--- config.mk ---
export PLATFORM = sky130hd
export DESIGN_NAME = nmi_trig_unit
export DESIGN_NICKNAME = d
export VERILOG_FILES = /design/src/rtl/nmi_trig_pkg.sv /design/src/rtl/nmi_trig_sync.sv /design/src/rtl/nmi_trig_detect.sv /design/src/rtl/nmi_trig_regs.sv /design/src/rtl/nmi_trig_unit.sv
export SDC_FILE = /design/constraint.sdc
export NUM_CORES = 1
export LEC_CHECK = 0
export ABC_AREA = 0
export CORE_MARGIN = 2
export CORE_UTILIZATION = 27
export CTS_BUF_LIST = sky130_fd_sc_hd__clkbuf_4 sky130_fd_sc_hd__clkbuf_8 sky130_fd_sc_hd__clkbuf_16
export DETAILED_ROUTE_END_ITERATION = 16
export PLACE_DENSITY_LB_ADDON = 0.12
export SYNTH_ARGS = -nofsm -noshare
export SYNTH_HDL_FRONTEND = slang
export SYNTH_SLANG_ARGS = --single-unit
export TNS_END_PERCENT = 10
--- constraint.sdc ---
create_clock -name clk -period 3.9 [get_ports clk]
set_input_delay 0.78 -clock clk [delete_from_list [all_inputs] [get_ports clk]]
set_output_delay 0.78 -clock clk [all_outputs]
set_load 0.01 [all_outputs]
--- src/rtl/nmi_trig_pkg.sv ---
package nmi_trig_pkg;

    typedef enum logic [1:0] {
        TRIG_LVL_LO    = 2'd0,
        TRIG_EDGE_FALL = 2'd1,
        TRIG_LVL_HI    = 2'd2,
        TRIG_EDGE_RISE = 2'd3
    } trig_e;

    localparam int unsigned CTRL_OFS = 32'h00;
    localparam int unsigned PEND_OFS = 32'h04;

    typedef struct packed {
        logic ctrl_wr;
        logic en_wr;
        logic pend_clr;
    } wr_dec_t;

    typedef struct packed {
        logic lvl_act;
        logic edge_evt;
    } trig_hit_t;

    // Odd trigger codes are the edge-sensitive ones.
    function automatic logic trig_is_edge(trig_e t);
        return t[0];
    endfunction

endpackage

--- src/rtl/nmi_trig_sync.sv ---
module nmi_trig_sync #(
    parameter int   STAGES  = 2,
    parameter logic RST_VAL = 1'b1
) (
    input  logic clk,
    input  logic rst,
    input  logic pin,
    output logic lvl,
    output logic lvl_prev
);
    logic [STAGES-1:0] chain;
    logic              prev_q;

    for (genvar i = 0; i < STAGES; i++) begin : g_stage
        if (i == 0) begin : g_first
            always_ff @(posedge clk) begin
                if (rst) chain[0] <= RST_VAL;
                else     chain[0] <= pin;
            end
        end else begin : g_next
            always_ff @(posedge clk) begin
                if (rst) chain[i] <= RST_VAL;
                else     chain[i] <= chain[i-1];
            end
        end
    end

    always_ff @(posedge clk) begin
        if (rst) prev_q <= RST_VAL;
        else     prev_q <= chain[STAGES-1];
    end

    assign lvl      = chain[STAGES-1];
    assign lvl_prev = prev_q;
endmodule

--- src/rtl/nmi_trig_detect.sv ---
module nmi_trig_detect
    import nmi_trig_pkg::*;
(
    input  trig_e     mode,
    input  logic      lvl,
    input  logic      lvl_prev,
    output trig_hit_t hit
);
    always_comb begin
        hit = '0;
        unique case (mode)
            TRIG_LVL_LO:    hit.lvl_act  = ~lvl;
            TRIG_LVL_HI:    hit.lvl_act  = lvl;
            TRIG_EDGE_FALL: hit.edge_evt = lvl_prev & ~lvl;
            TRIG_EDGE_RISE: hit.edge_evt = ~lvl_prev & lvl;
            default:        hit = '0;
        endcase
    end
endmodule

--- src/rtl/nmi_trig_regs.sv ---
module nmi_trig_regs
    import nmi_trig_pkg::*;
#(
    parameter int          ADDR_W    = 8,
    parameter int          DATA_W    = 32,
    parameter int unsigned EN_OFFSET = 32'h08
) (
    input  logic              clk,
    input  logic              rst,
    input  logic [ADDR_W-1:0] bus_addr,
    input  logic              bus_we,
    input  logic [DATA_W-1:0] bus_wdata,
    output logic [DATA_W-1:0] bus_rdata,
    input  logic              pend_q,
    output logic [DATA_W-1:0] ctrl_q,
    output logic              en_q,
    output logic              pend_clr
);
    localparam logic [ADDR_W-1:0] A_CTRL = ADDR_W'(CTRL_OFS);
    localparam logic [ADDR_W-1:0] A_PEND = ADDR_W'(PEND_OFS);
    localparam logic [ADDR_W-1:0] A_EN   = ADDR_W'(EN_OFFSET);

    wr_dec_t dec;

    always_comb begin
        dec          = '0;
        dec.ctrl_wr  = bus_we && (bus_addr == A_CTRL);
        dec.en_wr    = bus_we && (bus_addr == A_EN);
        dec.pend_clr = bus_we && (bus_addr == A_PEND) && bus_wdata[0];
    end

    always_ff @(posedge clk) begin
        if (rst) begin
            ctrl_q <= '0;
            en_q   <= 1'b0;
        end else begin
            if (dec.ctrl_wr) ctrl_q <= bus_wdata;
            if (dec.en_wr)   en_q   <= bus_wdata[0];
        end
    end

    assign pend_clr = dec.pend_clr;

    always_comb begin
        bus_rdata = '0;
        if (bus_addr == A_CTRL)      bus_rdata    = ctrl_q;
        else if (bus_addr == A_PEND) bus_rdata[0] = pend_q;
        else if (bus_addr == A_EN)   bus_rdata[0] = en_q;
    end
endmodule

--- src/rtl/nmi_trig_unit.sv ---
module nmi_trig_unit
    import nmi_trig_pkg::*;
#(
    parameter int          ADDR_W    = 8,
    parameter int          DATA_W    = 32,
    parameter int unsigned EN_OFFSET = 32'h08,
    parameter int          SYNC_LEN  = 2
) (
    input  logic              clk,
    input  logic              rst,
    input  logic [ADDR_W-1:0] bus_addr,
    input  logic              bus_we,
    input  logic [DATA_W-1:0] bus_wdata,
    output logic [DATA_W-1:0] bus_rdata,
    input  logic              nmi_pin,
    output logic              irq_out
);
    logic [DATA_W-1:0] ctrl_q;
    logic              en_q;
    logic              pend_q;
    logic              pend_clr;
    logic              lvl;
    logic              lvl_prev;
    logic              irq_q;
    trig_e             mode;
    trig_hit_t         hit;

    assign mode = trig_e'(ctrl_q[1:0]);

    nmi_trig_regs #(
        .ADDR_W(ADDR_W), .DATA_W(DATA_W), .EN_OFFSET(EN_OFFSET)
    ) u_regs (
        .clk(clk), .rst(rst),
        .bus_addr(bus_addr), .bus_we(bus_we),
        .bus_wdata(bus_wdata), .bus_rdata(bus_rdata),
        .pend_q(pend_q), .ctrl_q(ctrl_q), .en_q(en_q), .pend_clr(pend_clr)
    );

    nmi_trig_sync #(.STAGES(SYNC_LEN), .RST_VAL(1'b1)) u_sync (
        .clk(clk), .rst(rst), .pin(nmi_pin), .lvl(lvl), .lvl_prev(lvl_prev)
    );

    nmi_trig_detect u_det (
        .mode(mode), .lvl(lvl), .lvl_prev(lvl_prev), .hit(hit)
    );

    // Edge modes latch and win against a same-cycle clear; level modes track.
    always_ff @(posedge clk) begin
        if (rst)                     pend_q <= 1'b0;
        else if (trig_is_edge(mode)) pend_q <= hit.edge_evt | (pend_q & ~pend_clr);
        else                         pend_q <= hit.lvl_act & ~pend_clr;
    end

    always_ff @(posedge clk) begin
        if (rst) irq_q <= 1'b0;
        else     irq_q <= pend_q & en_q;
    end

    assign irq_out = irq_q;
endmodule

# Word level (Yosys, flattened, before mapping)
# Cells that the tools add are included.
# op_classes
eq_ne	5
mux	7
bitwise_logic	9
n_reduce_logical	6
# ops
op	count
2-to-1 mux 31 bit	1
equality test 8 x 3 -> 1 bit, second input constant	1
equality test 8 x 4 -> 1 bit, second input constant	1
logical NOT 8 bit	1
AND 1 bit	5
equality test 2 bit, second input constant	2
logical AND 1 bit	4
2-to-1 mux 1 bit	4
case mux 1 bit (2 select lines)	2
NOT 1 bit	3
equality test 2 x 1 -> 1 bit, second input constant	1
logical NOT 2 bit	1
OR 1 bit	1
# totals
regBits	38
input_bits	44
output_inout_bits	33
word_cells	34

# Longest topological paths before layout
# Gate-level depths: netlist (run 1).
# depth
word_depth	7
ltp_mapped	6
depth_no_buf	4

# Cells and area by module
# From an unflattened synthesis (run 1), not the netlist that was laid out.
# unflattened
cells_unflattened	227
area_unflattened_um2	2140.8
# modules_own_cells
module	instances	cells_each	area_each_um2	seq_area_each_um2
nmi_trig_regs	1	209	1948.1	660.6
nmi_trig_sync	1	6	78.8	60.1
nmi_trig_unit	1	7	77.6	40.0
nmi_trig_detect	1	5	36.3	0.0

# Worst setup path after synthesis (run 1)
# OpenSTA, ideal clock, no wires.
# synth_timing
kind	input to output
start	input port bus_addr[7]
end	output port bus_rdata[0]
arrival_time_ns	1.702
required_ns	3.120
slack_ns	1.418
path_stages	4
n_path_buf	1
path_cell_list	nor4_4 clkbuf_1 nand3_1 a21oi_1
# synth_between
elab_chain_cells	4
elab_cells_between_ends	6
cone_classes	eq/ne: 2; mux: 3; reduce/logical: 1
# synth_lines
item	line_no	source
start, declared	nmi_trig_unit.sv:11	input logic [ADDR_W-1:0] bus_addr,
equality test 8 x 4 -> 1 bit	nmi_trig_regs.sv:48	else if (bus_addr == A_EN) bus_rdata[0] = en_q;
2-to-1 mux 1 bit	nmi_trig_regs.sv:48	
2-to-1 mux 1 bit	nmi_trig_regs.sv:47	else if (bus_addr == A_PEND) bus_rdata[0] = pend_q;
2-to-1 mux 1 bit *	nmi_trig_regs.sv:46	if (bus_addr == A_CTRL) bus_rdata = ctrl_q;
end, declared	nmi_trig_unit.sv:14	output logic [DATA_W-1:0] bus_rdata,
# Every way passes the cells marked *; elsewhere a longest branch is shown, timed or not.

# Worst setup path after layout (run 1)
# layout_timing
start	input port bus_addr[3]
end	output port bus_rdata[4]
# layout_between
elab_chain_cells	2
# layout_lines
item	line_no
logical NOT 8 bit	nmi_trig_regs.sv:46
2-to-1 mux 31 bit	nmi_trig_regs.sv:46
# Every way passes these cells.

==> results.cfg, run 1 <==
[sta]
period_needed_ns = 3.46
hold_viol = 0
fin_tns_setup_ns = 0
relSlewSlack_pct = 48.1
setup_viol = 0
fmax_ghz = 0.289
fin_crit_sh_pct = 88.7
hold_ws_ns = 0.410
tightest_slew_ns = 0.776
finClkSkew_ns = 0.000498
finalMaxSlewViolations = 0
rsz0062_at_grt = false

[synth]
netlist_area_um2 = 1640
synth_cells = 213
yosysUniqueCellTypes = 21
ys_seq_area_share_pct = 46.3
synth_flop_cell = dfxtp_1
async_reset_ff_share_pct = 0
yosysTopAreaCellShare_pct = 46.3
yosysTopAreaCell = dfxtp_1
synthTopCellsByArea = dfxtp_1 46%, nand2_1 16%, and3_1 12%
ys_warn_count = 0
ys_ff_latch = 38
synth_edf_count = 0
synthesis.nets = 257
syn_area_per_cell_um2 = 7.71

[clock_network]
cts_tree = done
cts-buffers-inserted = 5
clk_latency_ns = 0.28
clkTransAtPathRegs_ns = 0.07
cts_hold_buf = 0
cts_resized = 0
clock_path_buffers = 2
cts_max_level = 2
root_buffer = clkbuf_8
postCtsSetupRepairBufs = 0
cts_sinks = 38

[critical_path]
crit_path_frequent_cell = clkdlybuf4s50_1
critical_path.max_stage_delay_ns = 0.54
required_ns = 3.12
startpoint_type = primary input
cp_top_family = buffers and inverters
crit_fanout = 34
reg2reg_depth = 4
path_buf_inv = 3
end_kind = output pin
reg2reg_from = u_regs.ctrl_q[1]
rr_endpoint = pend_q
critical_path_class = in -> out
crit_path_top_delay_cell = clkdlybuf4s50_1
worstPathArrival_ns = 2.68
regToRegSetupSlack_ns = 2.94
cp_cell_sequence = clkdlybuf4s50_1 > nor4_4 > buf_4 > and3_1 > clkdlybuf4s50_1

[hold_path]
holdCritPathClass = reg -> reg
hold_start = u_sync.chain[0]
hold_depth = 1
holdPathEnd = u_sync.lvl

[placement]
dp_hpwl_um = 2900
placed_area_um2 = 2450
io_buffers = 76
gp_congestion = 0.667

[cells_and_area]
design_area_um2 = 2540
insertedDiodeCount = 0
layout.nets = 329
area_delta_synth_final_pct = 54.4
fin_util_pct = 43.1
drive_gt1_share_pct = 6.32

[outcome]
status = complete, no violations

[pwr]
powerDensity_nw_per_um2 = 285
p_switching_uw = 152
pwr-share-seq_pct = 54.1
power.total_uw = 722
p_leak_nw = 0.961
swShare_pct = 21.1
intPower_uw = 570
combPwrFrac_pct = 9.2
ir_drop_mv = 0.121
clockPowerShare_pct = 36.6

[grt]
grt-ovfl-total = 0
first_global_vias = 1559
grt_pass1_wl_um = 7250
grt_usage_pct = 13.9
grt_max_degree = 37
antenna_found_initial = 0

[route]
wl_per_cell_um = 12.6
ant_nets = 0
route.detailed.drc = 0
routed_wl_um = 4550
viasPerCell = 4.53
drt_iter0_markers = 48
vias = 1630
dr.pass1.iters = 4

[floorplanning]
fp.dieH_um = 82.0
initial_core_util_pct = 27.9
fp.dieW_um = 82.0
dieArea_um2 = 6720
coreArea_um2 = 5890
num_io_pins = 77
rows = 28

[flow_run]
max_cap_viol_count = 0
worst max path at each step:
| stage | startpoint | endpoint | slack [ns] | cells past startpoint |
|---|---|---|---|---|
| after floorplan | bus_addr[7] | bus_rdata[0] | 1.42 | 4 |
| after global placement | bus_addr[2] | bus_rdata[4] | 0.45 | 5 |
| after detailed placement | bus_addr[2] | bus_rdata[4] | 0.43 | 5 |
| after CTS | bus_addr[2] | bus_rdata[4] | 0.42 | 5 |
| after global routing | bus_addr[2] | bus_rdata[12] | 0.34 | 5 |
| final | bus_addr[3] | bus_rdata[4] | 0.44 | 5 |
cell usage after synthesis, types with 2 or more instances:
library cell,count
or2_2,3
o21ai_0,2
nor4_4,2
nor2_1,4
dfxtp_1,38
and3_1,32
inv_1,2
buf_6,3
a21oi_1,34
nand2_1,68
clkbuf_1,13
nand3_1,3
registers in the layout (all words and copies together), names as in the netlist:
register / flops
u_regs.ctrl_q: 32
irq_out: 1
pend_q: 1
u_regs.en_q: 1
u_sync.chain: 1
u_sync.lvl: 1
u_sync.lvl_prev: 1
power by group through the flow:
stage          logic (mW)  registers (mW)  clock network [mW]
2_1_floorplan      0.0142           0.399                   0
3_3_place_gp       0.0673           0.400                   0
3_5_place_dp       0.0672           0.400                   0
4_1_cts            0.0677           0.391               0.278
5_1_grt            0.0718           0.391               0.296
6_report           0.0667           0.391               0.265
per-layer routing:
layer | global-route usage (%) | share of wire, % | vias to the layer above
li1 | - | - | 849
met1 | 18.3 | 49 | 716
met2 | 21.5 | 42 | 63
met3 | 5.05 | 8.8 | 2
met4 | 3.50 | 0.42 | 0
met5 | 0 | 0 | -
cell type report:
class / instances / area (um^2)
clock buffers: 7 / 83.8
fillers: 630 / 3350
inverters: 2 / 7.51
multi-input cells: 156 / 785
flip-flops and latches: 38 / 761
well taps: 75 / 93.8
repair buffers: 82 / 806
per-stage QoR:
stage	setup WS [ns]	instances
2_1_floorplan	1.42	213
3_3_place_gp	0.446	353
3_5_place_dp	0.432	353
4_1_cts	0.421	360
5_1_grt	0.340	360
6_report	0.440	360
kinds of logic after synthesis:
group                     synth area share [%]
AOI/OAI and AO/OA                         11.8
DFF                                       46.3
muxes                                    0.609
xor gates and xnor gates                 0.533
buffers and inverters                     5.94
and+or+nand+nor                           34.8
cells in the final DEF (no fill, tap or decap), types with 3 or more instances in the layout:
master / netlist / routed
clkdlybuf4s50_1: 0 / 76
nand2_1: 68 / 68
dfxtp_1: 38 / 38
a21oi_1: 34 / 34
and3_1: 32 / 32
buf_4: 1 / 6
clkbuf_8: 0 / 5
nor2_1: 4 / 4
nand3_1: 3 / 3
or2_2: 3 / 3
Power figures use the tool's default switching activity.
==> run 2: changes to the inputs <==
Settings changed: MAX_ROUTING_LAYER from default to met4.
==> results.cfg, run 2 (synthesis gave the netlist of run 1 again) <==
[flow_run]
max_cap_viol_count = 0

[outcome]
status = complete, no violations

[clock_network]
cts_sinks = 38
cts-buffers-inserted = 5
postCtsSetupRepairBufs = 0
cts_hold_buf = 0
root_buffer = clkbuf_8
clock_path_buffers = 2
cts_resized = 0
cts_max_level = 2
clk_latency_ns = 0.28
clkTransAtPathRegs_ns = 0.07
cts_tree = done

[critical_path]
reg2reg_depth = 4
worstPathArrival_ns = 2.68
startpoint_type = primary input
regToRegSetupSlack_ns = 2.94
crit_path_frequent_cell = clkdlybuf4s50_1
critical_path_class = in -> out
rr_endpoint = pend_q
crit_path_top_delay_cell = clkdlybuf4s50_1
cp_cell_sequence = clkdlybuf4s50_1 > nor4_4 > buf_4 > and3_1 > clkdlybuf4s50_1
required_ns = 3.12
critical_path.max_stage_delay_ns = 0.53
end_kind = output pin
crit_fanout = 34
cp_top_family = buffers and inverters
path_buf_inv = 3
reg2reg_from = u_regs.ctrl_q[1]

[placement]
place_ws_ns = 0.432
dp_hpwl_um = 2900
placed_cells = 353
gp_congestion = 0.673
io_buffers = 76

[floorplanning]
fp.dieH_um = 82.0
dieArea_um2 = 6720
num_io_pins = 77
initial_core_util_pct = 27.9
coreArea_um2 = 5890
rows = 28
fp.dieW_um = 82.0

[sta]
finClkSkew_ns = 0.000511
rsz0062_at_grt = false
tightest_slew_ns = 0.785
period_needed_ns = 3.46
fin_tns_setup_ns = 0
fmax_ghz = 0.289
setup_slack_ns = 0.436
finalMaxSlewViolations = 0
setup_viol = 0
hold_viol = 0
relSlewSlack_pct = 47.5
fin_crit_sh_pct = 88.8

[cells_and_area]
layout.nets = 329
n_fill_cell = 630
largest_register_ffs = 32
drive_gt1_share_pct = 6.32
area_delta_synth_final_pct = 54.4
layout_commonest_cell = clkdlybuf4s50_1
finalNonFillerCells = 360
insertedDiodeCount = 0
top_register = u_regs.ctrl_q
final_cell_mix = 76 x clkdlybuf4s50_1, 68 x nand2_1, 38 x dfxtp_1, 34 x a21oi_1, 32 x and3_1

[hold_path]
holdPathEnd = u_sync.lvl
holdCritPathClass = reg -> reg
hold_depth = 1
hold_start = u_sync.chain[0]

[grt]
antenna_found_initial = 0
grt_max_degree = 37
grt-ovfl-total = 0
grt_pass1_wl_um = 7250
grt_usage_pct = 14.3
first_global_vias = 1559

[pwr]
powerDensity_nw_per_um2 = 285
p_leak_nw = 0.961
ir_drop_mv = 0.121
power.total_uw = 722

[route]
vias = 1637
wl_per_cell_um = 12.7
viasPerCell = 4.55
drt_iter0_markers = 59
route.detailed.drc = 0
dr.pass1.iters = 4
ant_nets = 0
routed_wl_um = 4590
==> run 2: report_power, final <==
group	internal (mW)	switching, mW	total [mW]	leakage (nW)
Clock	0.137	0.127	0.264	0.0452
Combinational	0.0431	0.0239	0.0670	0.609
Sequential	0.390	0.00104	0.391	0.307
==> run 2: area by class of cell <==
type / count / area (um^2) / area share [%]
repair buffers: 82 / 806 / 31.8
clock buffers: 7 / 83.8 / 3.31
inverters: 2 / 7.51 / 0.296
flip-flops and latches: 38 / 761 / 30.0
multi-input cells: 156 / 785 / 30.9
well taps: 75 / 93.8 / 3.70
==> run 2: worst max path at each step <==
| stage | startpoint | endpoint | slack [ns] | cells past startpoint |
|---|---|---|---|---|
| 4_1_cts | bus_addr[2] | bus_rdata[4] | 0.42 | 5 |
| 3_5_place_dp | bus_addr[2] | bus_rdata[4] | 0.43 | 5 |
| 5_1_grt | bus_addr[2] | bus_rdata[12] | 0.34 | 5 |
| 2_1_floorplan | bus_addr[7] | bus_rdata[0] | 1.42 | 4 |
| 6_report | bus_addr[3] | bus_rdata[4] | 0.44 | 5 |
| 3_3_place_gp | bus_addr[2] | bus_rdata[4] | 0.45 | 5 |
==> run 2: per-layer routing <==
metal	part of all wire, %	up-vias	GRT usage (%)
met4	0.41	0	3.50
met5	0	-	-
met1	50	724	18.7
li1	-	848	-
met2	42	63	21.5
met3	7.7	2	4.40
==> run 2: metrics by stage <==
stage,utilization (%),hold slack [ns],cell area (um^2)
6_report,43.1,0.410,2540
5_1_grt,43.1,0.427,2540
4_1_cts,43.1,0.414,2540
3_5_place_dp,41.7,0.396,2450
3_3_place_gp,41.7,0.391,2450
2_1_floorplan,-,0.389,1640
